$ cat config.mk
export PLATFORM = sky130hd
export DESIGN_NAME = ddr_cmd_monitor
export DESIGN_NICKNAME = d
export VERILOG_FILES = /design/src/rtl/ddr_mon_pkg.sv /design/src/rtl/ddr_cmd_classify.sv /design/src/rtl/ddr_bank_slot.sv /design/src/rtl/ddr_bank_array.sv /design/src/rtl/ddr_rule_check.sv /design/src/rtl/ddr_cmd_monitor.sv
export SDC_FILE = /design/constraint.sdc
export NUM_CORES = 1
export LEC_CHECK = 0
export CAP_MARGIN = 20
export CORE_AREA = 4 4 77 79
export CTS_BUF_LIST = sky130_fd_sc_hd__clkbuf_16
export DETAILED_ROUTE_END_ITERATION = 7
export DIE_AREA = 0 0 81 83
export PLACE_DENSITY = 0.75
export SKIP_LAST_GASP = 1
export SYNTH_ARGS = -nofsm -noshare
export SYNTH_HDL_FRONTEND = slang
export SYNTH_HIERARCHICAL = 1
export SYNTH_SLANG_ARGS = --single-unit
$ cat constraint.sdc
create_clock -name clk -period 2.9 [get_ports clk]
set_clock_uncertainty 0.1 [all_clocks]
set_input_delay 0.29 -clock clk [delete_from_list [all_inputs] [get_ports clk]]
set_output_delay 0.29 -clock clk [all_outputs]
set_load 0.005 [all_outputs]
$ cat src/rtl/ddr_mon_pkg.sv
package ddr_mon_pkg;

  typedef enum logic [3:0] {
    CMD_NOP   = 4'd0,
    CMD_DESEL = 4'd1,
    CMD_MRS   = 4'd2,
    CMD_REF   = 4'd3,
    CMD_ACT   = 4'd4,
    CMD_RD    = 4'd5,
    CMD_RDA   = 4'd6,
    CMD_WR    = 4'd7,
    CMD_WRA   = 4'd8,
    CMD_PRE   = 4'd9,
    CMD_PREA  = 4'd10,
    CMD_BST   = 4'd11,
    CMD_IDLE  = 4'd12
  } bus_cmd_e;

  typedef enum logic [2:0] {
    FLT_NONE       = 3'd0,
    FLT_ACT_OPEN   = 3'd1,
    FLT_ACT_EARLY  = 3'd2,
    FLT_ACC_CLOSED = 3'd3,
    FLT_MRS_OPEN   = 3'd4,
    FLT_MRS_EARLY  = 3'd5
  } fault_e;

  // cycles from a read with auto-precharge to the first legal activate
  function automatic int unsigned rd_reopen_gap(int unsigned burst, int unsigned t_rp);
    return burst / 2 + t_rp;
  endfunction

  // cycles from a write with auto-precharge to the first legal activate
  function automatic int unsigned wr_reopen_gap(int unsigned burst, int unsigned t_wr,
                                                int unsigned t_rp);
    return burst / 2 + 1 + t_wr + t_rp;
  endfunction

  // bits needed to hold a countdown that starts at gap-1
  function automatic int unsigned lock_width(int unsigned gap);
    return (gap < 3) ? 1 : $clog2(gap);
  endfunction

  function automatic logic is_access(bus_cmd_e c);
    return (c == CMD_RD) || (c == CMD_RDA) || (c == CMD_WR) || (c == CMD_WRA);
  endfunction

endpackage

$ cat src/rtl/ddr_cmd_classify.sv
module ddr_cmd_classify
  import ddr_mon_pkg::*;
(
  input  logic     en_prev,
  input  logic     chip_sel_n,
  input  logic     row_strobe_n,
  input  logic     col_strobe_n,
  input  logic     wr_strobe_n,
  input  logic     ap_bit,
  output bus_cmd_e cmd
);

  always_comb begin
    if (!en_prev) begin
      cmd = CMD_IDLE;
    end else if (chip_sel_n) begin
      cmd = CMD_DESEL;
    end else begin
      case ({row_strobe_n, col_strobe_n, wr_strobe_n})
        3'b000:  cmd = CMD_MRS;
        3'b001:  cmd = CMD_REF;
        3'b011:  cmd = CMD_ACT;
        3'b101:  cmd = ap_bit ? CMD_RDA : CMD_RD;
        3'b100:  cmd = ap_bit ? CMD_WRA : CMD_WR;
        3'b010:  cmd = ap_bit ? CMD_PREA : CMD_PRE;
        3'b110:  cmd = CMD_BST;
        default: cmd = CMD_NOP;
      endcase
    end
  end

endmodule

$ cat src/rtl/ddr_bank_slot.sv
module ddr_bank_slot #(
  parameter int unsigned CNT_W = 3
) (
  input  logic             clk,
  input  logic             rst_n,
  input  logic             open_req,
  input  logic             close_req,
  input  logic [CNT_W-1:0] lock_load,
  output logic             is_open,
  output logic             is_ready
);

  logic [CNT_W-1:0] lock_q;
  logic [CNT_W-1:0] lock_dec;
  logic [CNT_W-1:0] lock_nxt;

  assign lock_dec = (lock_q == '0) ? '0 : lock_q - 1'b1;
  // a new window never shortens one that is still running
  assign lock_nxt = (close_req && (lock_load > lock_dec)) ? lock_load : lock_dec;
  assign is_ready = (lock_q == '0);

  always_ff @(posedge clk) begin
    if (!rst_n) begin
      is_open <= 1'b0;
      lock_q  <= '0;
    end else begin
      if (open_req)       is_open <= 1'b1;
      else if (close_req) is_open <= 1'b0;
      lock_q <= lock_nxt;
    end
  end

endmodule

$ cat src/rtl/ddr_bank_array.sv
module ddr_bank_array
  import ddr_mon_pkg::*;
#(
  parameter int unsigned BA_W      = 2,
  parameter int unsigned BURST_LEN = 4,
  parameter int unsigned T_RP      = 3,
  parameter int unsigned T_WR      = 2,
  localparam int unsigned NUM_BANKS = 1 << BA_W
) (
  input  logic                 clk,
  input  logic                 rst_n,
  input  bus_cmd_e             cmd,
  input  logic [BA_W-1:0]      bank_sel,
  output logic [NUM_BANKS-1:0] bank_open,
  output logic [NUM_BANKS-1:0] bank_ready
);

  localparam int unsigned RD_GAP = rd_reopen_gap(BURST_LEN, T_RP);
  localparam int unsigned WR_GAP = wr_reopen_gap(BURST_LEN, T_WR, T_RP);
  localparam int unsigned CNT_W  = lock_width(WR_GAP);
  localparam logic [CNT_W-1:0] PRE_LOAD = CNT_W'(T_RP - 1);
  localparam logic [CNT_W-1:0] RD_LOAD  = CNT_W'(RD_GAP - 1);
  localparam logic [CNT_W-1:0] WR_LOAD  = CNT_W'(WR_GAP - 1);

  logic [CNT_W-1:0] load_sel;

  always_comb begin
    case (cmd)
      CMD_RDA: load_sel = RD_LOAD;
      CMD_WRA: load_sel = WR_LOAD;
      default: load_sel = PRE_LOAD;
    endcase
  end

  for (genvar b = 0; b < NUM_BANKS; b++) begin : g_bank
    logic hit, auto_close, pre_close, open_req;
    assign hit        = (bank_sel == BA_W'(b));
    assign open_req   = hit && (cmd == CMD_ACT);
    assign auto_close = hit && bank_open[b] && ((cmd == CMD_RDA) || (cmd == CMD_WRA));
    assign pre_close  = (hit && (cmd == CMD_PRE)) || (cmd == CMD_PREA);

    ddr_bank_slot #(.CNT_W(CNT_W)) u_slot (
      .clk       (clk),
      .rst_n     (rst_n),
      .open_req  (open_req),
      .close_req (auto_close || pre_close),
      .lock_load (load_sel),
      .is_open   (bank_open[b]),
      .is_ready  (bank_ready[b])
    );
  end

endmodule

$ cat src/rtl/ddr_rule_check.sv
module ddr_rule_check
  import ddr_mon_pkg::*;
#(
  parameter int unsigned BA_W = 2,
  localparam int unsigned NUM_BANKS = 1 << BA_W
) (
  input  bus_cmd_e             cmd,
  input  logic [BA_W-1:0]      bank_sel,
  input  logic [NUM_BANKS-1:0] bank_open,
  input  logic [NUM_BANKS-1:0] bank_ready,
  output logic                 viol,
  output fault_e               cause
);

  always_comb begin
    cause = FLT_NONE;
    if (cmd == CMD_ACT) begin
      if (bank_open[bank_sel])        cause = FLT_ACT_OPEN;
      else if (!bank_ready[bank_sel]) cause = FLT_ACT_EARLY;
    end else if (is_access(cmd)) begin
      if (!bank_open[bank_sel])       cause = FLT_ACC_CLOSED;
    end else if (cmd == CMD_MRS) begin
      if (|bank_open)                 cause = FLT_MRS_OPEN;
      else if (!(&bank_ready))        cause = FLT_MRS_EARLY;
    end
    viol = (cause != FLT_NONE);
  end

endmodule

$ cat src/rtl/ddr_cmd_monitor.sv
module ddr_cmd_monitor
  import ddr_mon_pkg::*;
#(
  parameter int unsigned ADDR_W    = 12,
  parameter int unsigned AP_BIT    = 10,
  parameter int unsigned BA_W      = 2,
  parameter int unsigned BURST_LEN = 4,
  parameter int unsigned T_RP      = 3,
  parameter int unsigned T_WR      = 2,
  localparam int unsigned NUM_BANKS = 1 << BA_W,
  localparam int unsigned OP_W      = ADDR_W + BA_W
) (
  input  logic                 clk,
  input  logic                 rst_n,
  input  logic                 clk_en,
  input  logic                 chip_sel_n,
  input  logic                 row_strobe_n,
  input  logic                 col_strobe_n,
  input  logic                 wr_strobe_n,
  input  logic [BA_W-1:0]      bank_sel,
  input  logic [ADDR_W-1:0]    bus_addr,
  output logic [3:0]           cmd_code,
  output logic                 mode_ext,
  output logic [OP_W-1:0]      mode_operand,
  output logic [NUM_BANKS-1:0] bank_open,
  output logic                 err_flag,
  output logic [2:0]           err_cause
);

  logic                 en_prev;
  bus_cmd_e             cmd_now;
  logic                 viol_now;
  fault_e               cause_now;
  logic [NUM_BANKS-1:0] bank_ready;

  ddr_cmd_classify u_classify (
    .en_prev      (en_prev),
    .chip_sel_n   (chip_sel_n),
    .row_strobe_n (row_strobe_n),
    .col_strobe_n (col_strobe_n),
    .wr_strobe_n  (wr_strobe_n),
    .ap_bit       (bus_addr[AP_BIT]),
    .cmd          (cmd_now)
  );

  ddr_bank_array #(
    .BA_W      (BA_W),
    .BURST_LEN (BURST_LEN),
    .T_RP      (T_RP),
    .T_WR      (T_WR)
  ) u_banks (
    .clk        (clk),
    .rst_n      (rst_n),
    .cmd        (cmd_now),
    .bank_sel   (bank_sel),
    .bank_open  (bank_open),
    .bank_ready (bank_ready)
  );

  ddr_rule_check #(.BA_W(BA_W)) u_rules (
    .cmd        (cmd_now),
    .bank_sel   (bank_sel),
    .bank_open  (bank_open),
    .bank_ready (bank_ready),
    .viol       (viol_now),
    .cause      (cause_now)
  );

  always_ff @(posedge clk) begin
    if (!rst_n) begin
      en_prev      <= 1'b0;
      cmd_code     <= CMD_IDLE;
      mode_ext     <= 1'b0;
      mode_operand <= '0;
      err_flag     <= 1'b0;
      err_cause    <= FLT_NONE;
    end else begin
      en_prev  <= clk_en;
      cmd_code <= cmd_now;
      mode_ext <= (cmd_now == CMD_MRS) && bank_sel[0];
      if (cmd_now == CMD_MRS) mode_operand <= {bank_sel, bus_addr};
      if (viol_now && !err_flag) begin
        err_flag  <= 1'b1;
        err_cause <= cause_now;
      end
    end
  end

endmodule

=== Yosys cells after proc, flatten, opt, wreduce, memory -nomap -nowiden ===
Cells that the tools add are included.

* Register bits after elaboration: 40
* Logic and storage cells: 123
* Bits of input ports: 21

* Magnitude comparators: 5
* Equality and inequality tests: 17
* Muxes and demuxes: 35
* Reductions and logical operators: 48
* Add/subtract/negate cells: 4

{| class="wikitable"
|+ Operators by type and width
! kind !! number
|-
| $mux 3 || 14
|-
| $pmux 4 s7 || 1
|-
| $logic_and 1x1->1 || 22
|-
| $eq 4x3->1 const B || 4
|-
| $logic_not 3->1 || 5
|-
| $eq 4x4->1 const B || 3
|-
| $gt 3x3->1 || 4
|-
| $logic_or 1x1->1 || 12
|-
| $mux 4 || 3
|-
| $sub 3x1->3 const B || 4
|-
| $mux 1 || 10
|-
| $eq 3x3->1 const B || 3
|-
| $mux 2 || 4
|-
| $reduce_bool 2->1 || 4
|-
| $eq 3x2->1 const B || 2
|-
| $pmux 3 s2 || 1
|-
| $bmux 1 s2 || 2
|-
| $eq 2x2->1 const B || 2
|-
| $eq 4x2->1 const B || 1
|-
| $reduce_and 4->1 || 1
|-
| $reduce_or 4->1 || 1
|-
| $eq 3x1->1 const B || 1
|-
| $lt 2x3->1 const B || 1
|-
| $reduce_bool 3->1 || 1
|-
| other kinds (3) || 3
|}

=== Depth between registers and ports, before layout ===
* Depth after elaboration: 12
* Mapped depth: 12
* Mapped depth without buffers: 11

=== Modules after synthesis ===
The synthesis kept the hierarchy.

{| class="wikitable"
|+ By module, submodules not included
! module !! seq. area each (µm²) !! area each (µm²) !! times used !! cells an instance
|-
| ddr_bank_slot || 80.1 || 275.3 || 4 || 29
|-
| ddr_cmd_monitor || 480.5 || 829.5 || 1 || 86
|-
| ddr_rule_check || 0.0 || 186.4 || 1 || 23
|-
| ddr_bank_array || 0.0 || 182.7 || 1 || 29
|-
| ddr_cmd_classify || 0.0 || 122.6 || 1 || 17
|}

=== Worst setup path before layout ===
Ideal clock, no wire load.

* Path kind: input port to flip-flop
* Start: input port wr_strobe_n
* End: register u_banks.g_bank[0].u_slot.lock_q[1]
* Stages: 9
* Arrival time: 2.934 ns
* Required time: 2.678 ns
* Path slack: -0.256 ns
* Cells stage by stage: buf_4 -> o31ai_1 -> nand2b_1 -> nor3_1 -> nand2b_1 -> ha_1 -> nand3_1 -> o31ai_4 -> o311a_1

* Elaborated cells on any way between the ends: 23
* Classes of those cells: order compare (1); eq/ne (10); mux (5); reduce/logical (7)

{| class="wikitable"
|+ RTL lines
! item !! line !! RTL
|-
| start, declared || ddr_cmd_monitor.sv:19 || <nowiki>input logic wr_strobe_n,</nowiki>
|-
| $eq 3x3->1, or another cell as far along || ddr_cmd_classify.sv:19 || <nowiki>case ({row_strobe_n, col_strobe_n, wr_strobe_n})</nowiki>
|-
| $pmux 4 s7 (*) || ddr_cmd_classify.sv:19 ||
|-
| $mux 4 (*) || ddr_cmd_classify.sv:16 || <nowiki>end else if (chip_sel_n) begin</nowiki>
|-
| $mux 4 (*) || ddr_cmd_classify.sv:14 || <nowiki>if (!en_prev) begin</nowiki>
|-
| via cmd_now[3] || ddr_cmd_monitor.sv:31 || <nowiki>bus_cmd_e cmd_now;</nowiki>
|-
| $eq 4x4->1 / $eq 4x3->1 (equally long branches) || ddr_bank_array.sv:28 || <nowiki>case (cmd)</nowiki>
|-
| $pmux 3 s2 (*) || ddr_bank_array.sv:28 ||
|-
| via u_banks.load_sel[0] || ddr_bank_array.sv:25 || <nowiki>logic [CNT_W-1:0] load_sel;</nowiki>
|-
| $gt 3x3->1 (*) || ddr_bank_slot.sv:19 || <nowiki>assign lock_nxt = (close_req && (lock_load > lock_dec)) ? lock_load : lock_dec;</nowiki>
|-
| $logic_and 1x1->1 (*) || ddr_bank_slot.sv:19 ||
|-
| $mux 3 (*) || ddr_bank_slot.sv:19 ||
|-
| end signal, assigned || ddr_bank_slot.sv:29 || <nowiki>lock_q <= lock_nxt;</nowiki>
|-
| end, declared || ddr_bank_slot.sv:13 || <nowiki>logic [CNT_W-1:0] lock_q;</nowiki>
|}

The timed path passes the listed nets; every way through them passes the cells marked *.
A chain may end at the register's enable or synchronous reset.

=== Final worst setup path ===
* Start: input port chip_sel_n
* End: register u_banks.g_bank[1].u_slot.lock_q[1]

* Elaborated cells on any way between the ends: 15
* Classes of those cells: order compare (1); eq/ne (4); mux (4); reduce/logical (6)

{| class="wikitable"
|+ RTL lines
! item !! line !! RTL
|-
| start, declared || ddr_cmd_monitor.sv:16 || <nowiki>input logic chip_sel_n,</nowiki>
|-
| $mux 4 (*) || ddr_cmd_classify.sv:16 ||
|-
| $mux 4 (*) || ddr_cmd_classify.sv:14 ||
|-
| via cmd_now[2] || ddr_cmd_monitor.sv:31 ||
|-
| $eq 4x4->1 / $eq 4x3->1 (equally long branches) || ddr_bank_array.sv:28 ||
|-
| $pmux 3 s2 (*) || ddr_bank_array.sv:28 ||
|-
| via u_banks.load_sel[1] || ddr_bank_array.sv:25 ||
|-
| $gt 3x3->1 || ddr_bank_slot.sv:19 ||
|-
| $logic_and 1x1->1 || ddr_bank_slot.sv:19 ||
|-
| $mux 3 (*) || ddr_bank_slot.sv:19 ||
|-
| end signal, assigned || ddr_bank_slot.sv:29 ||
|-
| end, declared || ddr_bank_slot.sv:13 ||
|}

Marked as above.

==> run summary <==
Status -> completed
DR iter-0 viols -> 87
Leakage dissipation -> 0.00134 uW
Worst Max-Slew Pin Slew -> 0.584 ns
Max Cap Viol -> 0
CP Capture Type -> register
Via Count -> 2,292
Critical-path cell list -> clkdlybuf4s50_1 -> or4b_4 -> o311ai_4 -> nand3b_1 -> or2_4 -> buf_12 -> ha_4 -> nor2b_4 -> o31ai_4 -> o21ai_1 -> o311a_1
Number of remaining DRC errors -> 0
Peak VDD IR -> 0.324 mV
DIE AREA -> 6720 um^2
Met1 wire length -> 2730 um
Starting Density -> 45.4%
Die Ht -> 83 um
Max stage delay on crit path -> 0.50 ns
Number of distinct library cells after synthesis -> 51
Total congestion overflow -> 0
Initial antenna violation count -> 0
CTS tree -> done
Critical path class -> input pin to register
Max_slew headroom -> 61.1%
Die W -> 81 um
N_diodes -> 0
Syn avg cell area -> 8.94 um^2
Sequential share of the synthesized area -> 33.1%
First-pass GRT wire length -> 10,800 um
Yosys warning count -> 6
Synth Instances -> 271
Cell Rows -> 27
Tcrit/Tclk final -> 94.1%
HP Class -> input pin to register
Top Metal Used -> met4
Worst setup margin -> 0.173 ns
Total Routed Length -> 6390 um
Post-route minimum period -> 2.73 ns
IO Count -> 48
Synth Flop Type -> dfxtp_1
CTS buffer count -> 5
Final hold vios -> 0
Sink Count -> 40
Worst EP arrival -> 2.79 ns
Routed wire per std cell -> 15.1 um
Pin count of the biggest net entering global routing -> 36
H-tree Lvls -> 2
Highest-delay cell along the critical path -> or4b_4
PD cells -> 406 nW/um^2
Skew-Pair Late Insertion Delay -> 0.29 ns
Hold_buf cts -> 0
Place WS -> -0.369 ns
Req. time, crit path -> 2.97 ns
Vias per inst -> 5.42
Port Buf Inserts -> 47
Commonest cells post-synth -> dfxtp_1 (40), nand2_1 (34), nand3_1 (19)
HPWL after DPL -> 4530 um
Vias in the first global route -> 2,275
Critical path's top delay family -> simple AND/OR/NAND/NOR gates
GRT Resource Usage Total -> 20.3%
Yosys reg bits -> 40
CTS Root Cell -> clkbuf_16
Synth async-reset ratio -> 0%
Fin. max-slew vios -> 0
Startpoint types -> input pin
Max clock buf depth -> 2
TritonRoute pass-1 iters -> 4
Final nets -> 383
Met2 routed WL -> 3300 um
DR WL met3 -> 240 um
Final setup viols -> 0
Worst hold margin -> 0.323 ns
Worst path bufs/invs -> 2
Core footprint -> 5340 um^2
Layout overhead on the synthesized area -> 45.1%
Most frequent cell after synthesis -> dfxtp_1
Cell taking the most area after synthesis -> dfxtp_1
Share of the synthesized area in the top cell type -> 33.1%
ANT nets after route -> 0
Clk slew on worst S/H paths -> 0.06 ns
Fmax -> 0.367 GHz
EDFF count, synth -> 0
Unrepaired setup endpoints after global routing -> no
Maximum net fanout on the critical path -> 8
Cell area after synthesis -> 2420 um^2
Syn_nets -> 304
GP Congestion -> 0.918
Layout cells sized above 1 -> 23.9%
Dominant cells by area after synthesis -> dfxtp_1 (33%), ha_1 (6.2%), nand2_1 (5.3%), mux2i_1 (4.5%), nand3_1 (3.9%)
==> path summary, 6_finish.rpt <==
check	startpoint	endpoint	slack [ns]	cells past startpoint
hold reg to reg	mode_operand[11]	mode_operand[11]	0.35	2
setup / recovery	chip_sel_n	u_banks/g_bank[1].u_slot/lock_q[1]	0.17	11
setup reg to reg	en_prev	err_cause[0]	0.38	10
hold / removal	bus_addr[10]	mode_operand[10]	0.32	4
==> registers in the layout, indices dropped and copies added (netlist names) <==
signal,count
u_banks/g_bank.u_slot/is_open,4
err_cause,3
cmd_code,4
mode_ext,1
en_prev,1
u_banks/g_bank.u_slot/lock_q,12
err_flag,1
mode_operand,14
==> what timing repair did <==
item	4_1_cts	5_1_grt
gates cloned	0	0
gates resized for setup	12	18
endpoints found under the setup margin	15	15
pin swaps	2	13
buffers inserted	2	2
==> stage by stage <==
step | util, % | TNS [ns] | area, um^2 | total power [uW] | std cells
after detailed placement | 59.7 | -5.09 | 3180 | 773 | 412
after floorplan | - | 0 | 2440 | 674 | 271
final | 65.8 | 0 | 3510 | 1430 | 423
after global routing | 65.8 | 0 | 3510 | 1480 | 423
after CTS | 63.9 | 0 | 3410 | 1430 | 422
after global placement | 59.7 | -4.21 | 3180 | 770 | 412
==> report_power, final <==
group	total, uW	internal, uW	switching, uW	leakage (uW)
Combinational	213	114	99.5	0.000930
Clock	646	409	237	0.0000840
Sequential	568	558	9.51	0.000323
==> area by class of cell <==
type / instances / area [um^2]
Fill cell: 457 / 1820
Multi-Input combinational cell: 215 / 1680
Sequential cell: 40 / 801
Timing Repair Buffer: 80 / 737
Clock buffer: 5 / 125
Tap cell: 72 / 90.1
Clock inverter: 3 / 47.5
Inverter: 8 / 30.0
==> worst reg2reg max path, delay by kind of cell, from the launching register on <==
kind | cells | cell delay (ns)
flops | 1 | 0.42
simple gates | 3 | 0.85
compound gates | 4 | 0.52
buf+inv | 2 | 0.32
mux | 1 | 0.22
==> cell usage in the layout, fill, tap and decap left out, drive strengths merged, types with 7 or more instances in the layout <==
master,n
buf,34
clkdlybuf4s50,42
dfxtp,40
ha,12
inv,8
mux2i,11
nand2,34
nand3,19
nor2,20
nor2b,17
nor3,7
o211ai,9
o21ai,28
==> layer usage <==
metal	vias up	global-route usage [%]
met5	-	0
met4	0	6.61
met3	14	3.36
met2	60	34.4
met1	1079	25.7
li1	1139	-
==> kinds of logic after synthesis <==
group / after synthesis / share of synthesized area [%]
AO/OA/AOI/OAI: 63 / 19.5
XOR/XNOR: 2 / 0.723
adder cells (fa/ha/maj): 12 / 6.20
buffers and inverters: 16 / 3.46
flip-flops: 40 / 33.1
multiplexers: 13 / 6.41
AND/OR/NAND/NOR: 125 / 30.6
(Power assumes the default switching activity.)
